--- src/rtl/mesi_pkg.sv ---
package mesi_pkg;

  typedef enum logic [1:0] {
    ST_INV = 2'd0,
    ST_SHR = 2'd1,
    ST_EXC = 2'd2,
    ST_MOD = 2'd3
  } lineState_t;

  typedef enum logic [1:0] {
    BUS_NONE = 2'd0,
    BUS_RD   = 2'd1,
    BUS_RFO  = 2'd2,
    BUS_UPG  = 2'd3
  } busKind_t;

  // strobes from control to datapath
  typedef struct packed {
    logic       setEn;      // write state/tag of one line
    logic       setUseReq;  // take the line address from the latched request
    lineState_t setState;
    logic       evictWb;    // dirty victim leaves on this cycle
  } ctrlStrb_t;

  // lookup summary from datapath to control
  typedef struct packed {
    logic       hit;
    lineState_t state;
    logic       victimDirty;
  } lookup_t;

endpackage

--- src/rtl/mesi_dpath.sv ---
module mesi_dpath
  import mesi_pkg::*;
#(
  parameter int LA_W  = 8,
  parameter int IDX_W = 2
) (
  input  logic            clk,
  input  logic            rst_n,
  input  logic [LA_W-1:0] cpuAddr,
  input  logic [LA_W-1:0] reqAddr,
  input  logic            snoopValid,
  input  logic            snoopItw,
  input  logic [LA_W-1:0] snoopAddr,
  input  ctrlStrb_t       strb,
  output lookup_t         look,
  output logic            snoopHit,
  output logic            wbReq,
  output logic [LA_W-1:0] wbAddr,
  input  logic [LA_W-1:0] probeAddr,
  output lineState_t      probeState
);

  localparam int LINES = 1 << IDX_W;
  localparam int TAG_W = LA_W - IDX_W;

  logic [TAG_W-1:0] tagQ   [LINES];
  lineState_t       stQ    [LINES];
  logic [TAG_W-1:0] baseTag[LINES];
  lineState_t       baseSt [LINES];
  lineState_t       nxtSt  [LINES];

  logic [LA_W-1:0]  setAddr;
  logic [IDX_W-1:0] setIdx, snIdx, cpuIdx, prIdx;
  logic [TAG_W-1:0] setTag, snTag, cpuTag, prTag;
  lineState_t       snBaseSt, snNewSt;
  logic             snDirty;

  assign setAddr = strb.setUseReq ? reqAddr : cpuAddr;
  assign setIdx  = setAddr[IDX_W-1:0];
  assign setTag  = setAddr[LA_W-1:IDX_W];
  assign snIdx   = snoopAddr[IDX_W-1:0];
  assign snTag   = snoopAddr[LA_W-1:IDX_W];
  assign cpuIdx  = cpuAddr[IDX_W-1:0];
  assign cpuTag  = cpuAddr[LA_W-1:IDX_W];
  assign prIdx   = probeAddr[IDX_W-1:0];
  assign prTag   = probeAddr[LA_W-1:IDX_W];

  // local update first, snoop effect applied on top of it
  always_comb begin
    for (int i = 0; i < LINES; i++) begin
      if (strb.setEn && (setIdx == IDX_W'(i))) begin
        baseTag[i] = setTag;
        baseSt[i]  = strb.setState;
      end else begin
        baseTag[i] = tagQ[i];
        baseSt[i]  = stQ[i];
      end
    end
  end

  assign snBaseSt = baseSt[snIdx];
  assign snoopHit = snoopValid && (snBaseSt != ST_INV) && (baseTag[snIdx] == snTag);
  assign snDirty  = snoopHit && (snBaseSt == ST_MOD);
  assign snNewSt  = snoopItw ? ST_INV : ST_SHR;

  always_comb begin
    for (int i = 0; i < LINES; i++) begin
      nxtSt[i] = (snoopHit && (snIdx == IDX_W'(i))) ? snNewSt : baseSt[i];
    end
  end

  always_ff @(posedge clk) begin
    if (!rst_n) begin
      for (int i = 0; i < LINES; i++) begin
        tagQ[i] <= '0;
        stQ[i]  <= ST_INV;
      end
    end else begin
      for (int i = 0; i < LINES; i++) begin
        tagQ[i] <= baseTag[i];
        stQ[i]  <= nxtSt[i];
      end
    end
  end

  assign wbReq  = snDirty || strb.evictWb;
  assign wbAddr = snDirty ? snoopAddr : {tagQ[cpuIdx], cpuIdx};

  assign look.hit         = (stQ[cpuIdx] != ST_INV) && (tagQ[cpuIdx] == cpuTag);
  assign look.state       = stQ[cpuIdx];
  assign look.victimDirty = (stQ[cpuIdx] == ST_MOD) && (tagQ[cpuIdx] != cpuTag);

  assign probeState = (tagQ[prIdx] == prTag) ? stQ[prIdx] : ST_INV;

  p_itw_clears_r5: assert property (@(posedge clk) disable iff (!rst_n)
    (snoopValid && snoopItw && snoopHit) |=> (stQ[$past(snIdx)] == ST_INV));

  p_rd_shares_r6: assert property (@(posedge clk) disable iff (!rst_n)
    (snoopValid && !snoopItw && snoopHit) |=> (stQ[$past(snIdx)] == ST_SHR));

  p_inv_no_hit_r9: assert property (@(posedge clk) disable iff (!rst_n)
    (snoopValid && (probeAddr == snoopAddr) && (probeState == ST_INV) && !strb.setEn)
      |-> !snoopHit);

endmodule

--- src/rtl/mesi_ctrl.sv ---
module mesi_ctrl
  import mesi_pkg::*;
#(
  parameter int LA_W = 8
) (
  input  logic            clk,
  input  logic            rst_n,
  input  logic            cpuValid,
  input  logic            cpuWrite,
  input  logic [LA_W-1:0] cpuAddr,
  input  logic            snoopValid,
  input  logic            busDone,
  input  logic            busShared,
  input  lookup_t         look,
  output ctrlStrb_t       strb,
  output logic            cpuReady,
  output logic            busReqValid,
  output busKind_t        busReqKind,
  output logic [LA_W-1:0] busReqAddr
);

  typedef enum logic {C_IDLE, C_BUSY} ctrlSt_t;

  ctrlSt_t         fsmQ, fsmD;
  busKind_t        kindQ, kindD;
  logic [LA_W-1:0] addrQ;
  logic            loadReq;
  logic            accept;

  assign accept = (fsmQ == C_IDLE) && cpuValid && !snoopValid;

  always_comb begin
    strb     = '0;
    cpuReady = 1'b0;
    fsmD     = fsmQ;
    kindD    = kindQ;
    loadReq  = 1'b0;
    case (fsmQ)
      C_IDLE: begin
        if (accept) begin
          if (look.hit) begin
            if (!cpuWrite || (look.state == ST_MOD)) begin
              cpuReady = 1'b1;
            end else if (look.state == ST_EXC) begin
              cpuReady      = 1'b1;
              strb.setEn    = 1'b1;
              strb.setState = ST_MOD;
            end else begin
              fsmD    = C_BUSY;
              kindD   = BUS_UPG;
              loadReq = 1'b1;
            end
          end else begin
            strb.evictWb  = look.victimDirty;
            strb.setEn    = 1'b1;
            strb.setState = ST_INV;
            fsmD          = C_BUSY;
            kindD         = cpuWrite ? BUS_RFO : BUS_RD;
            loadReq       = 1'b1;
          end
        end
      end
      default: begin
        if (busDone) begin
          cpuReady       = 1'b1;
          strb.setEn     = 1'b1;
          strb.setUseReq = 1'b1;
          if (kindQ == BUS_RD) strb.setState = busShared ? ST_SHR : ST_EXC;
          else                 strb.setState = ST_MOD;
          fsmD  = C_IDLE;
          kindD = BUS_NONE;
        end
      end
    endcase
  end

  always_ff @(posedge clk) begin
    if (!rst_n) begin
      fsmQ  <= C_IDLE;
      kindQ <= BUS_NONE;
      addrQ <= '0;
    end else begin
      fsmQ  <= fsmD;
      kindQ <= kindD;
      if (loadReq) addrQ <= cpuAddr;
    end
  end

  assign busReqValid = (fsmQ == C_BUSY);
  assign busReqKind  = kindQ;
  assign busReqAddr  = addrQ;

  p_silent_upgrade_r3: assert property (@(posedge clk) disable iff (!rst_n)
    (accept && cpuWrite && look.hit && (look.state == ST_EXC)) |=> !busReqValid);

  p_snoop_stalls_r8: assert property (@(posedge clk) disable iff (!rst_n)
    (snoopValid && cpuValid && !busReqValid) |-> !cpuReady);

  p_miss_goes_bus_r2: assert property (@(posedge clk) disable iff (!rst_n)
    (accept && !look.hit) |=> busReqValid);

  p_req_stable_r4: assert property (@(posedge clk) disable iff (!rst_n)
    (busReqValid && !busDone) |=> (busReqValid && $stable(busReqAddr) && $stable(busReqKind)));

  p_kind_legal_r4: assert property (@(posedge clk) disable iff (!rst_n)
    busReqValid |-> (busReqKind != BUS_NONE));

endmodule

--- src/rtl/mesi_line_ctrl.sv ---
module mesi_line_ctrl
  import mesi_pkg::*;
#(
  parameter int LA_W  = 8,
  parameter int IDX_W = 2
) (
  input  logic            clk,
  input  logic            rst_n,
  input  logic            cpuValid,
  input  logic            cpuWrite,
  input  logic [LA_W-1:0] cpuAddr,
  output logic            cpuReady,
  input  logic            snoopValid,
  input  logic            snoopItw,
  input  logic [LA_W-1:0] snoopAddr,
  output logic            snoopHit,
  output logic            busReqValid,
  output logic [1:0]      busReqKind,
  output logic [LA_W-1:0] busReqAddr,
  input  logic            busDone,
  input  logic            busShared,
  output logic            wbReq,
  output logic [LA_W-1:0] wbAddr,
  input  logic [LA_W-1:0] probeAddr,
  output logic [1:0]      probeState
);

  ctrlStrb_t  strb;
  lookup_t    look;
  busKind_t   kind;
  lineState_t prSt;

  mesi_ctrl #(.LA_W(LA_W)) ctrl_i (
    .clk        (clk),
    .rst_n      (rst_n),
    .cpuValid   (cpuValid),
    .cpuWrite   (cpuWrite),
    .cpuAddr    (cpuAddr),
    .snoopValid (snoopValid),
    .busDone    (busDone),
    .busShared  (busShared),
    .look       (look),
    .strb       (strb),
    .cpuReady   (cpuReady),
    .busReqValid(busReqValid),
    .busReqKind (kind),
    .busReqAddr (busReqAddr)
  );

  mesi_dpath #(.LA_W(LA_W), .IDX_W(IDX_W)) dpath_i (
    .clk        (clk),
    .rst_n      (rst_n),
    .cpuAddr    (cpuAddr),
    .reqAddr    (busReqAddr),
    .snoopValid (snoopValid),
    .snoopItw   (snoopItw),
    .snoopAddr  (snoopAddr),
    .strb       (strb),
    .look       (look),
    .snoopHit   (snoopHit),
    .wbReq      (wbReq),
    .wbAddr     (wbAddr),
    .probeAddr  (probeAddr),
    .probeState (prSt)
  );

  assign busReqKind = kind;
  assign probeState = prSt;

endmodule

--- config.mk ---
export PLATFORM = sky130hd
export DESIGN_NAME = mesi_line_ctrl
export DESIGN_NICKNAME = d
export VERILOG_FILES = /design/src/rtl/mesi_pkg.sv /design/src/rtl/mesi_dpath.sv /design/src/rtl/mesi_ctrl.sv /design/src/rtl/mesi_line_ctrl.sv
export SDC_FILE = /design/constraint.sdc
export NUM_CORES = 1
export LEC_CHECK = 0
export ABC_CLOCK_PERIOD_IN_PS = 4450
export BUFFER_PORTS_ARGS = -buffer_cell sky130_fd_sc_hd__buf_2
export CAP_MARGIN = 20
export CORE_MARGIN = 2
export CORE_UTILIZATION = 52
export DETAILED_ROUTE_END_ITERATION = 8
export PLACE_DENSITY = 0.78
export SETUP_SLACK_MARGIN = 0.1
export SLEW_MARGIN = 5
export SYNTH_ARGS = -nofsm -noshare
export SYNTH_HDL_FRONTEND = slang
export SYNTH_SLANG_ARGS = --single-unit
--- constraint.sdc ---
create_clock -name clk -period 4.45 [get_ports clk]
set_input_delay 0.445 -clock clk [delete_from_list [all_inputs] [get_ports clk]]
set_output_delay 0.445 -clock clk [all_outputs]
set_load 0.1 [all_outputs]
==> results.py, run 1 <==
metrics = {
    "status": {
        "run_status": "complete, but fails checks",
        "violations": "negative setup slack",
    },
    "routing": {
        "ant_nets": 0,
        "drtPass1Iterations": 5,
        "routed_wl_mm": 11.2,
        "avgRoutedWirePerCell_um": 20.5,
        "drt_iter0_drc": 402,
        "num_vias": 3573,
        "viasPerCell": 6.52,
        "drc": 0,
    },
    "timing": {
        "finalCriticalPeriod_ns": 4.80,
        "setup_viol": 10,
        "skew_ns": 0.00615,
        "tightest_slew_ns": 0.735,
        "relSlewSlack_pct": 49.6,
        "fmaxAchievable_ghz": 0.208,
        "slew_violations": 0,
        "rsz0062_at_grt": "yes",
        "hold_viol": 0,
        "fin_tns_setup_ns": -3.09,
        "fin_ws_ns": -0.352,
        "finalCritPeriodShare_pct": 108,
    },
    "power": {
        "finalPower_uw": 1130,
        "p_seq_share_pct": 37.3,
        "switchingPower_uw": 392,
        "p_sw_share_pct": 34.8,
        "clkPwrFrac_pct": 26.9,
        "p_leak_uw": 0.00224,
        "peakVddDrop_mv": 0.181,
        "power_density_mw_per_mm2": 241,
        "p_int_uw": 735,
        "pwr-share-comb_pct": 35.8,
    },
    "cells_and_area": {
        "utilization_pct": 73.7,
        "fin_nets": 503,
        "seq_area_um2": 862,
        "n_antenna_cell": 0,
        "stdcell_area_mm2": 0.00468,
        "n_fill_cell": 429,
        "final_common_cell": "nor2_1",
        "final_cell_mix": "nor2_1, buf_4, buf_2",
        "final_layout_size_suffix_gt1_share_pct": 43.9,
        "multiInputGateArea_mm2": 0.00265,
        "syn2layout_area_growth_pct": 36.7,
    },
    "setup_path": {
        "path_class": "primary input to primary output",
        "critPathLaunchType": "primary input",
        "arrival_ns": 4.36,
        "required_ns": 4.01,
        "cp-end-kind": "primary output",
        "path_max_fanout": 7,
        "rr_worst_depth": 16,
    },
    "grt": {
        "overflow": 0,
        "grt_max_degree": 45,
        "antenna_found_initial": 0,
        "first_global_vias": 3530,
        "grt.total_usage_pct": 31.0,
        "grt_pass1_wl_mm": 17.8,
    },
    "clocking": {
        "cts_tree": "built",
        "clock_latency_ns": 0.30,
        "clock_path_buffers": 2,
        "clock-sinks": 43,
        "clk_pin_slew_ns": 0.08,
        "hold_buffers": 0,
        "cts_max_level": 2,
        "clock-root-buffer": "clkbuf_8",
        "cts_buffers": 5,
    },
    "synthesis": {
        "syn_avg_cell_area_um2": 9.06,
        "synth-async-reset-ratio_pct": 0,
        "postSynthCellCount": 378,
        "ys_ff_latch": 43,
        "synthDominantCellAreaShare_pct": 25.1,
        "yosys.area.top_type": "dfxtp_1",
        "seq_area_frac_synth_pct": 25.1,
        "synth_warnings": 0,
        "synth_area_mm2": 0.00342,
        "syn-num-nets": 410,
        "synth_area_leaders": "dfxtp_1, mux4_2, mux2_2",
        "synth_edf_count": 0,
        "synth.distinct_cells": 49,
        "ys.flop_type": "dfxtp_1",
    },
    "placement": {
        "port_buffers": 55,
        "place_ws_ns": -0.342,
        "placed_cell_area_mm2": 0.00435,
        "gp_congestion": 0.941,
        "dpl.hpwl_mm": 7.84,
    },
    "min_path": {
        "hold_path.class": "primary input to flop",
        "hold_depth": 3,
    },
    "die": {
        "fp.dieW_um": 85.1,
        "core_mm2": 0.00635,
        "die_area_mm2": 0.00725,
        "dieHeight_um": 85.1,
        "start_util_pct": 53.9,
        "fp-row-count": 29,
        "pin_count": 56,
    },
    "run": {
        "drv_cap": 0,
    },
}
-- layer usage --
metal	GRT usage [%]	wire length, µm	up-vias
met4	14.4	569	0
met5	0	0	-
li1	-	-	1557
met1	40.3	4430	1714
met3	5.35	993	55
met2	50.1	5240	247
-- flip-flops by register name (all words and copies together), names as in the netlist --
| signal | flops |
|---|---|
| ctrl_i.busReqAddr | 8 |
| ctrl_i.busReqKind | 2 |
| ctrl_i.busReqValid | 1 |
| dpath_i.stQ | 8 |
| dpath_i.tagQ | 24 |
-- logic make-up (layout without fill, tap and decap cells) --
| logic type | after synthesis | after routing | synth area share (%) |
|---|---|---|---|
| and+or+nand+nor | 149 | 149 | 21.7 |
| muxes | 75 | 75 | 30.0 |
| AOI/OAI and AO/OA | 58 | 58 | 14.4 |
| DFF | 43 | 43 | 25.1 |
| buffers and inverters | 35 | 128 | 4.17 |
| xor gates and xnor gates | 18 | 18 | 4.61 |
-- power by group through the flow --
stage	logic [µW]	registers (µW)	clock network, µW
after global placement	359	427	0
after global routing	423	422	318
after floorplan	221	460	0
final	404	420	302
after detailed placement	366	429	0
after CTS	387	419	303
-- final timing paths --
| path | slack [ns] | from | to |
|---|---|---|---|
| min reg2reg | 0.50 | ctrl_i.busReqKind[1] | ctrl_i.busReqKind[1] |
| max | -0.35 | cpuAddr[0] | wbAddr[3] |
| min | 0.44 | cpuWrite | ctrl_i.busReqKind[1] |
| max reg2reg | 0.19 | dpath_i.stQ[3][0] | dpath_i.stQ[1][1] |
-- stage by stage --
step / hold WS, ns / instances
finish: 0.443 / 548
global route: 0.456 / 548
CTS: 0.447 / 544
detailed placement: 0.494 / 528
global placement: 0.491 / 528
floorplan: 0.505 / 378
-- synthesized netlist by cell type, types with 5 or more instances --
library cell / instances
nor3_1: 5
xnor2_1: 15
mux2_2: 29
o21ai_0: 5
dfxtp_1: 43
mux4_2: 16
mux2_4: 7
buf_1: 5
nor4_1: 8
nand3_1: 8
o211a_1: 22
clkbuf_1: 17
and2_1: 5
nor3b_1: 6
nand2_1: 38
nor2_1: 55
inv_1: 9
nor2b_1: 8
mux2i_1: 19
-- what timing repair did --
item                                    in CTS  in global routing
pin swaps                                   13                 13
setup buffers                                9                  4
gates resized for setup                     17                  3
endpoints found under the setup margin      10                 10
-- area by class of cell --
cell class,instances,area share [%]
Clock buffer,6,1.55
Clock inverter,1,0.642
Inverter,9,0.722
Multi-Input combinational cell,300,56.7
Sequential cell,43,18.4
Tap cell,77,2.06
Timing Repair Buffer,112,19.9
-- worst max-delay path, cell delays in order --
cell and delay, ns:
buf_8 0.08, buf_12 0.13, mux4_2 0.60, xnor2_4 0.24, nand3_2 0.12, o2111ai_4 0.35, buf_6 0.16, a21oi_4 0.07
buf_12 0.16, mux2_4 0.32, nor4_4 0.36, xnor2_2 0.17, nand4_4 0.11, nor4b_4 0.31, buf_4 0.21, mux2_4 0.33
buf_12 0.17
No activity file was read; power rests on OpenSTA's default activity.
==> run 2, diff against run 1 <==
PLACE_DENSITY = 0.84   (was 0.78)
==> run 2 against run 1 <==
  * The run still ends with negative setup slack left
  * Clock power down 11%
  * Critical path depth shrank 1
  * Combinational power grew 3%
  * Count of clock-buffer cells in the layout is the same
  * Register-to-register slack better by 0.28 ns
  * Non-clock buffer count shrank 2
  * Design area up 0.27%
  * Sequential share of layout area is essentially flat
  * Clock skew up 0.0095 ns
  * Die area stayed put
==> results.py, run 2 (synthesized netlist as in run 1, its figures left out) <==
metrics = {
    "timing": {
        "rsz0062_at_grt": "yes",
        "finalCriticalPeriod_ns": 4.72,
        "fmaxAchievable_ghz": 0.212,
        "holdWs_ns": 0.439,
        "relSlewSlack_pct": 48.4,
        "tightest_slew_ns": 0.774,
        "fin_tns_setup_ns": -2.26,
        "hold_viol": 0,
        "slew_violations": 0,
        "skew_ns": 0.0156,
        "setup_viol": 9,
        "finalCritPeriodShare_pct": 106,
        "fin_ws_ns": -0.274,
    },
    "clocking": {
        "cts_max_level": 2,
        "clock_latency_ns": 0.31,
        "cts_tree": "built",
        "clock_path_buffers": 2,
        "clk_pin_slew_ns": 0.10,
        "clock-sinks": 43,
        "hold_buffers": 0,
        "clock-root-buffer": "clkbuf_8",
        "cts_buffers": 5,
    },
    "setup_path": {
        "critPathLaunch": "cpuAddr[0]",
        "rr_startpoint": "dpath_i.stQ[2][1]",
        "required_ns": 4.01,
        "crit_buf_inv": 5,
        "crit_path_cell_trace": "buf_8 -> buf_12 -> mux4_2 -> or2_1 -> nand3_2 -> o2111ai_4 -> a21oi_4 -> buf_6 -> mux2_2 -> nor4_4 -> xnor2_2 -> nand4_4 -> nor4b_4 -> buf_6 -> mux2_4 -> buf_12",
        "cp_top_family": "multiplexers",
        "critPathLaunchType": "primary input",
        "path_max_fanout": 6,
        "arrival_ns": 4.28,
        "max_stage_delay_ns": 0.53,
        "cp-end-kind": "primary output",
        "cp_slowest_cell": "mux4_2",
        "path_class": "primary input to primary output",
    },
    "die": {
        "core_mm2": 0.00635,
        "dieHeight_um": 85.1,
        "fp-row-count": 29,
        "fp.dieW_um": 85.1,
        "die_area_mm2": 0.00725,
        "start_util_pct": 53.9,
        "pin_count": 56,
    },
    "status": {
        "run_status": "complete, but fails checks",
        "violations": "negative setup slack",
    },
    "placement": {
        "gp_congestion": 0.967,
        "port_buffers": 55,
        "dpl.hpwl_mm": 8.12,
        "dp.cells": 529,
    },
    "cells_and_area": {
        "fin_nets": 501,
        "final_cell_mix": "nor2_1, buf_2, buf_4",
        "final_layout_size_suffix_gt1_share_pct": 44.8,
        "syn2layout_area_growth_pct": 37.1,
        "final_common_cell": "nor2_1",
        "largest_reg_flops": 24,
        "n_fill_cell": 412,
        "fin_cells": 546,
        "n_antenna_cell": 0,
        "largest_register": "dpath_i.tagQ",
    },
    "min_path": {
        "min-delay-start": "cpuWrite",
        "hold_path.class": "primary input to flop",
    },
    "grt": {
        "grt_pass1_wl_mm": 17.0,
        "antenna_found_initial": 0,
        "grt.total_usage_pct": 29.9,
        "grt_max_degree": 45,
        "first_global_vias": 3407,
        "overflow": 0,
    },
    "routing": {
        "num_vias": 3673,
        "drt_iter0_drc": 349,
        "drc": 0,
        "routed_wl_mm": 12.0,
        "avgRoutedWirePerCell_um": 21.9,
        "viasPerCell": 6.73,
        "ant_nets": 0,
        "drtPass1Iterations": 5,
    },
    "power": {
        "peakVddDrop_mv": 0.155,
        "p_leak_uw": 0.00224,
        "finalPower_uw": 1110,
        "power_density_mw_per_mm2": 236,
    },
    "run": {
        "drv_cap": 0,
    },
}
[run 2: changes by cell type in the layout (fill, tap and decap cells not counted), sizes merged]
cell / change
buf: -2
clkinv: +1
bufinv: -1
[run 2: final timing paths]
| check | end | cells past startpoint | slack (ns) |
|---|---|---|---|
| setup / recovery | wbAddr[7] | 16 | -0.27 |
| hold / removal | ctrl_i.busReqKind[1] | 3 | 0.44 |
| setup reg to reg | dpath_i.stQ[1][1] | 13 | 0.47 |
| hold reg to reg | ctrl_i.busReqKind[1] | 2 | 0.51 |
[run 2: through the flow]
step | cell area [µm²] | util [%] | setup slack (ns)
2_1_floorplan | 3590 | - | -0.480
3_5_place_dp | 4330 | 68.2 | -0.328
5_1_grt | 4690 | 73.9 | -0.389
4_1_cts | 4560 | 71.8 | -0.205
6_report | 4690 | 73.9 | -0.274
3_3_place_gp | 4330 | 68.2 | -0.212
[run 2: metal layers]
metal	vias to the layer above	share of wire [%]	routed length, µm	track usage (%)
li1	1554	-	-	-
met1	1736	37	4420	38.5
met2	306	47	5590	49.5
met3	77	11	1360	4.77
met4	0	5.1	616	12.8
met5	-	0	0	0
[run 2: worst register-to-register path, stage by stage (launching register included)]
cell and delay (ns):
dfxtp_1 0.35, mux4_2 0.50, or2_1 0.29, nand3_2 0.09, o2111ai_4 0.21, a21oi_4 0.31
buf_6 0.16, mux2_2 0.36, nor4_4 0.34, xnor2_2 0.19, nand4_4 0.14, buf_4 0.20
or4_1 0.52, and3_1 0.21
[run 2: power by group]
part | total [µW] | internal (µW) | switching (µW)
registers | 422 | 402 | 20.4
logic | 415 | 171 | 244
clock network | 269 | 122 | 147
[run 2: final cells by class]
type / instances / area [µm²] / share of cell area, %
clock buffers: 6 / 82.6 / 1.76
clock inverters: 1 / 5.00 / 0.107
inverters: 9 / 33.8 / 0.720
multi-input cells: 300 / 2700 / 57.5
flip-flops and latches: 43 / 863 / 18.4
well taps: 77 / 96.3 / 2.05
repair buffers: 110 / 915 / 19.5
[run 2: repair_timing]
action | in CTS | in global routing
setup endpoints to repair | 10 | 10
setup buffers | 6 | 4
pin swaps | 3 | 4
endpoints found under the hold margin | 0 | 0
resized for setup | 15 | 21
cloned | 1 | 0
